## config.mk

```make
export PLATFORM = sky130hd
export DESIGN_NAME = sio_regport
export DESIGN_NICKNAME = d
export VERILOG_FILES = /design/src/rtl/sio_regport_pkg.sv /design/src/rtl/sio_ptr_seq.sv /design/src/rtl/sio_wreg_file.sv /design/src/rtl/sio_rd_mux.sv /design/src/rtl/sio_regport.sv
export SDC_FILE = /design/constraint.sdc
export NUM_CORES = 1
export LEC_CHECK = 0
export CAP_MARGIN = 15
export CELL_PAD_IN_SITES_DETAIL_PLACEMENT = 0
export CELL_PAD_IN_SITES_GLOBAL_PLACEMENT = 1
export CORE_MARGIN = 2
export CORE_UTILIZATION = 32
export DETAILED_ROUTE_END_ITERATION = 8
export PLACE_DENSITY = 0.87
export SETUP_SLACK_MARGIN = 0.15
export SYNTH_ARGS = -nofsm -noshare
export SYNTH_HDL_FRONTEND = slang
export SYNTH_SLANG_ARGS = --single-unit
```

## constraint.sdc

```tcl
create_clock -name clk -period 4.1 [get_ports clk]
set_clock_uncertainty 0.2 [all_clocks]
set_input_delay 1.23 -clock clk [delete_from_list [all_inputs] [get_ports clk]]
set_output_delay 1.23 -clock clk [all_outputs]
set_load 0.03 [all_outputs]
```

## src/rtl/sio_regport_pkg.sv

```systemverilog
package sio_regport_pkg;

    localparam int DATA_W_DEF = 8;
    localparam int NUM_REGS_DEF = 16;
    localparam int NUM_CH = 2;

    // Command field (bits 5:3 of the register-0 byte)
    localparam logic [2:0] OP_NULL       = 3'd0;
    localparam logic [2:0] OP_POINT_HIGH = 3'd1;

    // Reset request field of master control (bits 7:6)
    localparam logic [1:0] MRST_NONE = 2'd0;
    localparam logic [1:0] MRST_CH_B = 2'd1;
    localparam logic [1:0] MRST_CH_A = 2'd2;
    localparam logic [1:0] MRST_ALL  = 2'd3;

    // Register indices whose meaning the block decodes
    localparam int IDX_STAT0  = 0;
    localparam int IDX_STAT1  = 1;
    localparam int IDX_VEC    = 2;
    localparam int IDX_PEND   = 3;
    localparam int IDX_MCTL   = 9;
    localparam int IDX_MISC   = 10;
    localparam int IDX_BRG_LO = 12;
    localparam int IDX_BRG_HI = 13;
    localparam int IDX_EXTCFG = 15;

    localparam logic [7:0] EXTCFG_RD_MASK = 8'hFA;
    localparam logic [7:0] MCTL_KEEP_MASK = 8'h3F;

endpackage

```

## src/rtl/sio_ptr_seq.sv

```systemverilog
module sio_ptr_seq
    import sio_regport_pkg::*;
#(
    parameter int DATA_W   = DATA_W_DEF,
    parameter int NUM_REGS = NUM_REGS_DEF,
    localparam int PW      = $clog2(NUM_REGS)
) (
    input  logic              clk,
    input  logic              rst_n,
    input  logic              cs_i,
    input  logic              chan_i,
    input  logic              rd_i,
    input  logic              wr_i,
    input  logic [DATA_W-1:0] data_i,
    output logic [PW-1:0]     ptr_o,
    output logic              reg_we_o,
    output logic [NUM_CH-1:0] cmd_stb_o,
    output logic [2:0]        cmd_op_o,
    output logic [1:0]        crc_op_o
);

    typedef struct packed {
        logic [PW-1:0]     ptr;
        logic [NUM_CH-1:0] cmd_stb;
        logic [2:0]        cmd_op;
        logic [1:0]        crc_op;
    } seq_state_t;

    seq_state_t st_d, st_q;

    logic [2:0] op_field;
    logic [1:0] rst_field;
    logic       at_base;

    assign op_field  = data_i[5:3];
    assign rst_field = data_i[7:6];
    assign at_base   = (st_q.ptr == '0);

    always_comb begin
        st_d = st_q;
        st_d.cmd_stb = '0;
        if (cs_i && wr_i) begin
            if (at_base) begin
                st_d.ptr = PW'({(op_field == OP_POINT_HIGH), data_i[2:0]});
                if (((op_field != OP_NULL) && (op_field != OP_POINT_HIGH)) ||
                    (rst_field != 2'd0)) begin
                    st_d.cmd_stb[chan_i] = 1'b1;
                    st_d.cmd_op = op_field;
                    st_d.crc_op = rst_field;
                end
            end else begin
                st_d.ptr = '0;
            end
        end else if (cs_i && rd_i) begin
            st_d.ptr = '0;
        end
    end

    always_ff @(posedge clk) begin
        if (!rst_n) begin
            st_q <= '0;
        end else begin
            st_q <= st_d;
        end
    end

    assign ptr_o     = st_q.ptr;
    assign reg_we_o  = cs_i && wr_i && !at_base;
    assign cmd_stb_o = st_q.cmd_stb;
    assign cmd_op_o  = st_q.cmd_op;
    assign crc_op_o  = st_q.crc_op;

    // a selected access always lands the pointer back on 0
    assert_ptr_return_R1: assert property (@(posedge clk) disable iff (!rst_n)
        (cs_i && (rd_i || wr_i) && (ptr_o != '0)) |=> (ptr_o == '0));

    // the upper bank is reachable only through point-high
    assert_upper_gate_R2: assert property (@(posedge clk) disable iff (!rst_n)
        (cs_i && wr_i && (ptr_o == '0) && (data_i[5:3] != OP_POINT_HIGH))
        |=> !ptr_o[PW-1]);

    // a strobe follows only a register-0 write
    assert_cmd_source_R3: assert property (@(posedge clk) disable iff (!rst_n)
        (|cmd_stb_o) |-> $past(cs_i && wr_i && (ptr_o == '0)));

    // never more than one channel strobed
    assert_cmd_onehot_R3: assert property (@(posedge clk) disable iff (!rst_n)
        $onehot0(cmd_stb_o));

endmodule

```

## src/rtl/sio_wreg_file.sv

```systemverilog
module sio_wreg_file
    import sio_regport_pkg::*;
#(
    parameter int DATA_W   = DATA_W_DEF,
    parameter int NUM_REGS = NUM_REGS_DEF,
    localparam int PW      = $clog2(NUM_REGS)
) (
    input  logic                                     clk,
    input  logic                                     rst_n,
    input  logic                                     we_i,
    input  logic                                     chan_i,
    input  logic [PW-1:0]                            idx_i,
    input  logic [DATA_W-1:0]                        data_i,
    output logic [NUM_CH-1:0][NUM_REGS-1:0][DATA_W-1:0] wreg_o
);

    typedef struct packed {
        logic [NUM_CH-1:0][NUM_REGS-1:0][DATA_W-1:0] regs;
        logic [DATA_W-1:0]                           vec;
        logic [DATA_W-1:0]                           mctl;
    } wfile_state_t;

    wfile_state_t wf_d, wf_q;

    always_comb begin
        wf_d = wf_q;
        if (we_i) begin
            if (idx_i == PW'(IDX_VEC)) begin
                wf_d.vec = data_i;
            end else if (idx_i == PW'(IDX_MCTL)) begin
                case (data_i[7:6])
                    MRST_ALL: begin
                        wf_d = '0;
                    end
                    MRST_CH_A: begin
                        wf_d.regs[0] = '0;
                        wf_d.mctl    = data_i & MCTL_KEEP_MASK;
                    end
                    MRST_CH_B: begin
                        wf_d.regs[1] = '0;
                        wf_d.mctl    = data_i & MCTL_KEEP_MASK;
                    end
                    default: begin
                        wf_d.mctl = data_i;
                    end
                endcase
            end else begin
                wf_d.regs[chan_i][idx_i] = data_i;
            end
        end
        // Slots of register 0 and of the shared registers stay empty in the
        // per-channel array, so the merge below is exact.
        for (int c = 0; c < NUM_CH; c++) begin
            wf_d.regs[c][0]        = '0;
            wf_d.regs[c][IDX_VEC]  = '0;
            wf_d.regs[c][IDX_MCTL] = '0;
        end
    end

    always_ff @(posedge clk) begin
        if (!rst_n) begin
            wf_q <= '0;
        end else begin
            wf_q <= wf_d;
        end
    end

    for (genvar c = 0; c < NUM_CH; c++) begin : g_ch
        for (genvar r = 0; r < NUM_REGS; r++) begin : g_reg
            if (r == IDX_VEC) begin : g_vec
                assign wreg_o[c][r] = wf_q.regs[c][r] | wf_q.vec;
            end else if (r == IDX_MCTL) begin : g_mctl
                assign wreg_o[c][r] = wf_q.regs[c][r] | wf_q.mctl;
            end else begin : g_own
                assign wreg_o[c][r] = wf_q.regs[c][r];
            end
        end
    end

    // a vector write is seen through the shared copy
    assert_vec_shared_R5: assert property (@(posedge clk) disable iff (!rst_n)
        (we_i && (idx_i == PW'(IDX_VEC))) |=> (wreg_o[1][IDX_VEC] == $past(data_i)));

    // a single-channel reset leaves the shared vector untouched
    assert_chan_rst_keeps_vec_R8: assert property (@(posedge clk) disable iff (!rst_n)
        (we_i && (idx_i == PW'(IDX_MCTL)) && (data_i[7] != data_i[6]))
        |=> (wreg_o[0][IDX_VEC] == $past(wreg_o[0][IDX_VEC])));

    // a full reset empties the shared copies
    assert_full_rst_clears_R9: assert property (@(posedge clk) disable iff (!rst_n)
        (we_i && (idx_i == PW'(IDX_MCTL)) && (data_i[7:6] == MRST_ALL))
        |=> ((wreg_o[0][IDX_VEC] == '0) && (wreg_o[1][IDX_MCTL] == '0)));

endmodule

```

## src/rtl/sio_rd_mux.sv

```systemverilog
module sio_rd_mux
    import sio_regport_pkg::*;
#(
    parameter int DATA_W   = DATA_W_DEF,
    parameter int NUM_REGS = NUM_REGS_DEF,
    localparam int PW      = $clog2(NUM_REGS)
) (
    input  logic                                        clk,
    input  logic                                        rst_n,
    input  logic                                        chan_i,
    input  logic [PW-1:0]                               ptr_i,
    input  logic [2:0]                                  pend_a_i,
    input  logic [2:0]                                  pend_b_i,
    input  logic [NUM_CH-1:0][DATA_W-1:0]               dp_rr0_i,
    input  logic [NUM_CH-1:0][DATA_W-1:0]               dp_rr1_i,
    input  logic [NUM_CH-1:0][DATA_W-1:0]               dp_rr10_i,
    input  logic [NUM_CH-1:0][NUM_REGS-1:0][DATA_W-1:0] wreg_i,
    output logic [DATA_W-1:0]                           rdata_o
);

    logic [DATA_W-1:0] rdata_d;

    always_comb begin
        rdata_d = '0;
        case (ptr_i)
            PW'(IDX_STAT0):  rdata_d = dp_rr0_i[chan_i];
            PW'(IDX_STAT1):  rdata_d = dp_rr1_i[chan_i];
            PW'(IDX_VEC):    rdata_d = wreg_i[chan_i][IDX_VEC];
            PW'(IDX_PEND):   rdata_d = (chan_i == 1'b0) ?
                                       DATA_W'({2'b00, pend_a_i, pend_b_i}) : '0;
            PW'(IDX_MISC):   rdata_d = dp_rr10_i[chan_i];
            PW'(IDX_BRG_LO): rdata_d = wreg_i[chan_i][IDX_BRG_LO];
            PW'(IDX_BRG_HI): rdata_d = wreg_i[chan_i][IDX_BRG_HI];
            PW'(IDX_EXTCFG): rdata_d = wreg_i[chan_i][IDX_EXTCFG] & DATA_W'(EXTCFG_RD_MASK);
            default:         rdata_d = '0;
        endcase
    end

    assign rdata_o = rdata_d;

    // the two reserved bits of the readback are always zero
    assert_extcfg_mask_R7: assert property (@(posedge clk) disable iff (!rst_n)
        (ptr_i == PW'(IDX_EXTCFG)) |-> ((rdata_o[2] == 1'b0) && (rdata_o[0] == 1'b0)));

    // the pending summary is absent on channel B
    assert_pend_chan_b_R6: assert property (@(posedge clk) disable iff (!rst_n)
        ((ptr_i == PW'(IDX_PEND)) && chan_i) |-> (rdata_o == '0));

endmodule

```

## src/rtl/sio_regport.sv

```systemverilog
module sio_regport
    import sio_regport_pkg::*;
#(
    parameter int DATA_W   = DATA_W_DEF,
    parameter int NUM_REGS = NUM_REGS_DEF
) (
    input  logic                                        clk,
    input  logic                                        rst_n,
    input  logic                                        cs_i,
    input  logic                                        chan_i,
    input  logic                                        rd_i,
    input  logic                                        wr_i,
    input  logic [DATA_W-1:0]                           data_i,
    output logic [DATA_W-1:0]                           data_o,
    output logic                                        data_oe_o,
    input  logic [2:0]                                  pend_a_i,
    input  logic [2:0]                                  pend_b_i,
    input  logic [NUM_CH-1:0][DATA_W-1:0]               dp_rr0_i,
    input  logic [NUM_CH-1:0][DATA_W-1:0]               dp_rr1_i,
    input  logic [NUM_CH-1:0][DATA_W-1:0]               dp_rr10_i,
    output logic [NUM_CH-1:0][NUM_REGS-1:0][DATA_W-1:0] wreg_o,
    output logic [NUM_CH-1:0]                           cmd_stb_o,
    output logic [2:0]                                  cmd_op_o,
    output logic [1:0]                                  crc_op_o
);

    localparam int PW = $clog2(NUM_REGS);

    logic [PW-1:0] ptr;
    logic          reg_we;

    sio_ptr_seq #(.DATA_W(DATA_W), .NUM_REGS(NUM_REGS)) u_seq (
        .clk       (clk),
        .rst_n     (rst_n),
        .cs_i      (cs_i),
        .chan_i    (chan_i),
        .rd_i      (rd_i),
        .wr_i      (wr_i),
        .data_i    (data_i),
        .ptr_o     (ptr),
        .reg_we_o  (reg_we),
        .cmd_stb_o (cmd_stb_o),
        .cmd_op_o  (cmd_op_o),
        .crc_op_o  (crc_op_o)
    );

    sio_wreg_file #(.DATA_W(DATA_W), .NUM_REGS(NUM_REGS)) u_wfile (
        .clk    (clk),
        .rst_n  (rst_n),
        .we_i   (reg_we),
        .chan_i (chan_i),
        .idx_i  (ptr),
        .data_i (data_i),
        .wreg_o (wreg_o)
    );

    sio_rd_mux #(.DATA_W(DATA_W), .NUM_REGS(NUM_REGS)) u_rmux (
        .clk       (clk),
        .rst_n     (rst_n),
        .chan_i    (chan_i),
        .ptr_i     (ptr),
        .pend_a_i  (pend_a_i),
        .pend_b_i  (pend_b_i),
        .dp_rr0_i  (dp_rr0_i),
        .dp_rr1_i  (dp_rr1_i),
        .dp_rr10_i (dp_rr10_i),
        .wreg_i    (wreg_o),
        .rdata_o   (data_o)
    );

    assign data_oe_o = cs_i && rd_i;

endmodule

```

# Yosys cells after proc, flatten, opt, wreduce, memory -nomap -nowiden
# Index checks and enable logic that the tools add are counted.
[totals]
register_bits = 235
output_inout_bits = 272
elab_cells = 106
[classes]
bitwise = 5
eq_ne = 15
magnitude_cmp = 4
n_mux = 27
reduce_logical = 23
[ops]
columns = ["operator", "n"]
rows = [
  ["128-bit 2-to-1 mux", 5],
  ["256-bit bitwise mux", 1],
  ["256-bit 2-to-1 mux", 1],
  ["128-bit demux with 1-bit select", 1],
  ["8-bit 2-to-1 mux", 9],
  ["8-bit case mux with 8 select lines", 1],
  ["8-bit demux with 4-bit select", 1],
  ["8-bit OR (first input constant)", 4],
  ["4-bit == test (second input constant)", 5],
  ["16-bit 2-to-1 mux", 1],
  ["8-bit case mux with 2 select lines", 1],
  ["3-bit AND reduction", 5],
  ["4-bit 2-to-1 mux", 3],
  ["4-bit by 2-bit == test with 1-bit output (second input constant)", 2],
  ["2-bit nonzero test", 4],
  ["1-bit logical AND", 6],
  ["6-bit 2-to-1 mux", 1],
  ["2-bit OR reduction", 3],
  ["4-bit by 5-bit less-than comparator with 1-bit output (second input constant)", 1],
  ["2-bit == test (second input constant)", 2],
  ["4-bit by 1-bit == test with 1-bit output (second input constant)", 1],
  ["4-bit by 1-bit >= comparator with 1-bit output (second input constant)", 1],
  ["4-bit zero test", 1],
  ["2-bit != test (second input constant)", 2],
  ["12 further kinds", 12],
]

# Logic depth before layout (Yosys ltp)
[logic_depth]
ltp_word = 8
depth_mapped = 9
ltp_nobuf = 6

# By module
# A second synthesis with hierarchy kept.
[hier_totals]
hier_cells = 887
hier_area_um2 = 9457.8
[modules_own_cells]
columns = ["mod", "instances", "cells_per_inst", "area_each_um2", "seq_area_each_um2"]
rows = [
  ["sio_wreg_file", 1, 717, 7978.9, 4484.3],
  ["sio_rd_mux", 1, 122, 1022.2, 0.0],
  ["sio_ptr_seq", 1, 47, 450.4, 220.2],
  ["sio_regport", 1, 1, 6.3, 0.0],
]

# Worst setup path before layout
# Ideal clock, no wire load.
[synth_path]
kind = "input -> output"
from = "input chan_i"
to = "output data_o[4]"
path_stages = 6
t_required_ns = 2.670
arrival_time_ns = 2.665
path_buffers = 3
setup_slack_ns = 0.005
cell_sequence = "buf_2 -> buf_2 -> clkbuf_1 -> a211oi_1 -> a2111oi_0 -> nand4_1"
[synth_via]
elab_chain_len = 3
word_cells_on_any_way = 10
classes_between = "mux: 10"
[synth_lines]
columns = ["element", "line", "rtl"]
rows = [
  ["from (decl)", "sio_regport.sv:10", "input logic chan_i,"],
  ["128-bit 2-to-1 mux (not written as such) (tied with other cells) (2 in a row)", "sio_rd_mux.sv:28", "PW'(IDX_VEC): rdata_d = wreg_i[chan_i][IDX_VEC];"],
  ["8-bit case mux with 8 select lines (*)", "sio_rd_mux.sv:25", "case (ptr_i)"],
  ["to (decl)", "sio_regport.sv:14", "output logic [DATA_W-1:0] data_o,"],
]
# Mark *: on every way between the ends. The rest lies on a longest branch, timed or not. The select of a mux whose other input is x is not followed.

# Worst setup path in the final report
[layout_path]
from = "input chan_i"
to = "output data_o[0]"
# The elaborated chain is that of the path after synthesis.

==> impl_metrics.yaml <==
status:
  outcome: "complete, but fails checks"
  violations: "setup timing"
pwr:
  leakage_nw: 5.380
  power_switching_share_pct: 24.02
  comb_power_share_pct: 9.3
  ir_drop_v: 0.0002639
  switchingPower_w: 0.001264
  cellPowerDensity_nw_per_um2: 358.5
  total_power_w: 0.005262
  p_seq_share_pct: 43.7
  power_frac_clock_pct: 47.0
  p_int_w: 0.003998
floorplan:
  start_util_pct: 32.51
  num_rows: 62
  die_w_um: 175.0
  fp.dieH_um: 175.0
  core_area_um2: 28780
  ios: 340
  dieArea_um2: 30630
yosys:
  yosysMostFrequentCell: "dfxtp_1"
  synth_edf_count: 0
  synthDistinctLibCells: 65
  synth_top_cell_area_share_pct: 50.27
  avgSynthCellArea_um2: 10.31
  synth-warning-count: 0
  synthTopCellsByCount: "dfxtp_1, a22o_1, nand2_1, o22ai_1, o2bb2ai_1"
  netlist_instances: 908
  synthFlopType: "dfxtp_1"
  synth_area_leader_cell: "dfxtp_1"
  synth-seq-cells: 235
  async_flop_share_pct: 0
  yosys-top-cells-area: "dfxtp_1, a22o_1, o22ai_1, o2bb2ai_1, nand2_1"
  ys_seq_area_share_pct: 50.27
  syn_area_um2: 9358
critical_path:
  critPathCaptureType: "primary output"
  startpoint: "chan_i"
  arrival_ns: 2.68
  worstReg2RegStart: "u_seq.ptr_o[2]"
  rrSetupSlack_ns: 0.27
  crit-reg2reg-capture: "u_wfile.wreg_o[162]"
  critPathCapture: "data_o[0]"
  worstPathMaxFanout: 8
  cp.required_ns: 2.67
  crit_top_cell: "buf_12"
  cp_cell_sequence: "buf_12, buf_12, or3b_4, nor2_4, buf_4, nand2_1, nand4_1, buf_6"
  start_kind: "input pin"
  cp_num_buf_inv: 4
  path_class: "in2out"
  cp_slowest_cell: "or3b_4"
  crit_cells: 8
  rr_worst_depth: 22
  cp_top_family: "simple AND/OR/NAND/NOR gates"
  cpPeakStageDelay_ns: 0.43
timing:
  drv_slew: 0
  setup_viol: 1
  min_period_ns: 4.106
  finalCritPeriodShare_pct: 100.1
  setup_ws_ns: -0.006068
  max-slew-margin-rel_pct: 35.47
  clock.fmax_mhz: 243.5
  tightest_slew_ns: 0.9605
  rsz0062_at_grt: "true"
  hold_viol: 0
min_path:
  hold_depth: 1
  hold_path_class: "reg2reg"
global_routing:
  globalRouteOverflowTotal: 0
  grt_usage_pct: 24.56
  grt_first_pass_wirelength_mm: 57.86
  grt_pass1_vias: 9102
  grt_max_degree: 50
  antenna_found_initial: 0
clock_network:
  clockBufferDepth: 3
  cts_root_buf: "clkbuf_16"
  worstSkewPairLatency_ns: 0.53
  h-tree-depth: 1
  cts_made_buffers: 26
  tritoncts: "done"
  path_clk_slew_ns: 0.06
  cts_sinks: 235
placement:
  postPlaceCellArea_um2: 13180
  gp_congestion: 0.9723
  dp_hpwl_mm: 28.54
  port_buffers: 323
  dp_slack_ns: -0.3167
route:
  wl_met3_mm: 2.921
  postRouteAntennaNets: 0
  drt_wl_total_mm: 39.04
  drt-initial-drc-count: 697
  met2WireLength_mm: 18.61
  drc: 0
  dr.pass1.iters: 5
  highest_layer: "met4"
  viasPerCell: 5.504
  routedWlPerCell_um: 23.21
  vias: 9257
  wl_met1_mm: 16.12
cells_and_area:
  antenna_cells: 0
  utilization_pct: 51.00
  drive_gt1_share_pct: 17.33
  syn2layout_area_growth_pct: 56.84
  n_fill_cell: 2597
  stdcell_area_um2: 14680
  fin_nets: 1351
job:
  drv_cap: 0
==> per-stage QoR <==
stage,TNS (ns),std cells,hold WS (ns)
floorplan,0,923,0.3913
global placement,-1.604,1610,0.2468
detailed placement,-1.583,1610,0.2487
CTS,0,1680,0.2704
global route,-0.3982,1682,0.2854
finish,-0.006068,1682,0.2708
==> placed cells by master, fill, tap and decap left out, types with 5 or more instances in the layout <==
| master | netlist | routed |
|---|---|---|
| clkdlybuf4s50_1 | 0 | 308 |
| dfxtp_1 | 235 | 233 |
| a22o_1 | 137 | 137 |
| buf_4 | 35 | 90 |
| nand2_1 | 75 | 75 |
| o22ai_1 | 51 | 49 |
| o2bb2ai_1 | 36 | 32 |
| a21oi_1 | 30 | 30 |
| clkbuf_16 | 0 | 26 |
| nor2_1 | 29 | 24 |
| and3_1 | 25 | 23 |
| nand3_1 | 21 | 21 |
| conb_1 | 1 | 16 |
| nand4_1 | 14 | 14 |
| a32o_1 | 11 | 11 |
| a22oi_1 | 10 | 10 |
| nor3_1 | 10 | 10 |
| buf_12 | 0 | 9 |
| buf_6 | 9 | 9 |
| mux2i_1 | 13 | 8 |
| clkbuf_8 | 0 | 8 |
| o21ai_0 | 7 | 7 |
| inv_1 | 7 | 6 |
| nand2b_1 | 6 | 6 |
| a2111oi_2 | 0 | 6 |
| nor3_2 | 6 | 6 |
| ha_1 | 5 | 5 |
==> kinds of logic (layout without fill, tap and decap cells) <==
logic type | after synthesis | after routing | share of synthesized area (%)
mux | 16 | 16 | 1.751
buf+inv | 105 | 480 | 6.712
fa+ha+maj | 5 | 5 | 0.6685
other cells | 1 | 16 | 0.04007
flops | 235 | 235 | 50.27
compound gates | 325 | 325 | 27.69
simple gates | 221 | 221 | 12.86
==> layer usage <==
metal  vias up  track usage (%)
met3        75            4.504
met1      4520            31.75
met4         0            8.785
met2       462            40.99
met5         -                0
li1       4200                -
==> cell type report <==
class	count	area (µm²)	area share, %
sequential	235	4707	32.07
timing repair buffer	424	4138	28.19
multi-input combinational	583	4388	29.90
inverter	8	35.03	0.2387
clock inverter	10	152.6	1.040
tap	384	480.5	3.274
clock buffer	38	775.7	5.286
==> flip-flops by register name, summed over array words and instances, names as in the netlist <==
name	count
u_seq.cmd_op_o	3
u_seq.cmd_stb_o	2
u_seq.ptr_o	4
u_wfile.wreg_o	208
u_seq.crc_op_o	2
u_wfile.wf_q	16
==> power by group through the flow <==
stage	Sequential (W)	Clock, W	Combinational, W
2_1_floorplan	0.00235	0	0.000214
3_3_place_gp	0.00235	0	0.000434
3_5_place_dp	0.00235	0	0.000435
4_1_cts	0.00230	0.00251	0.000483
5_1_grt	0.00230	0.00262	0.000515
6_report	0.00230	0.00247	0.000492
==> how the worst min path moves through the flow <==
stage | from | to | slack [ns]
2_1_floorplan | u_wfile.wf_q[0] | u_wfile.wf_q[0] | 0.39
3_3_place_gp | u_wfile.wreg_o[31] | u_wfile.wreg_o[31] | 0.25
6_report | u_wfile.wreg_o[27] | u_wfile.wreg_o[27] | 0.27
5_1_grt | u_wfile.wreg_o[25] | u_wfile.wreg_o[25] | 0.29
3_5_place_dp | u_wfile.wreg_o[122] | u_wfile.wreg_o[122] | 0.25
4_1_cts | u_wfile.wreg_o[25] | u_wfile.wreg_o[25] | 0.27
==> what timing repair did <==
action | 4_1_cts | 5_1_grt
pin swaps | 19 | 9
resized for setup | 77 | 5
hold buffers | 0 | 0
setup buffers | 21 | 2
gates cloned | 1 | 0
endpoints found under the setup margin | 8 | 24
(Power assumes the default switching activity.)
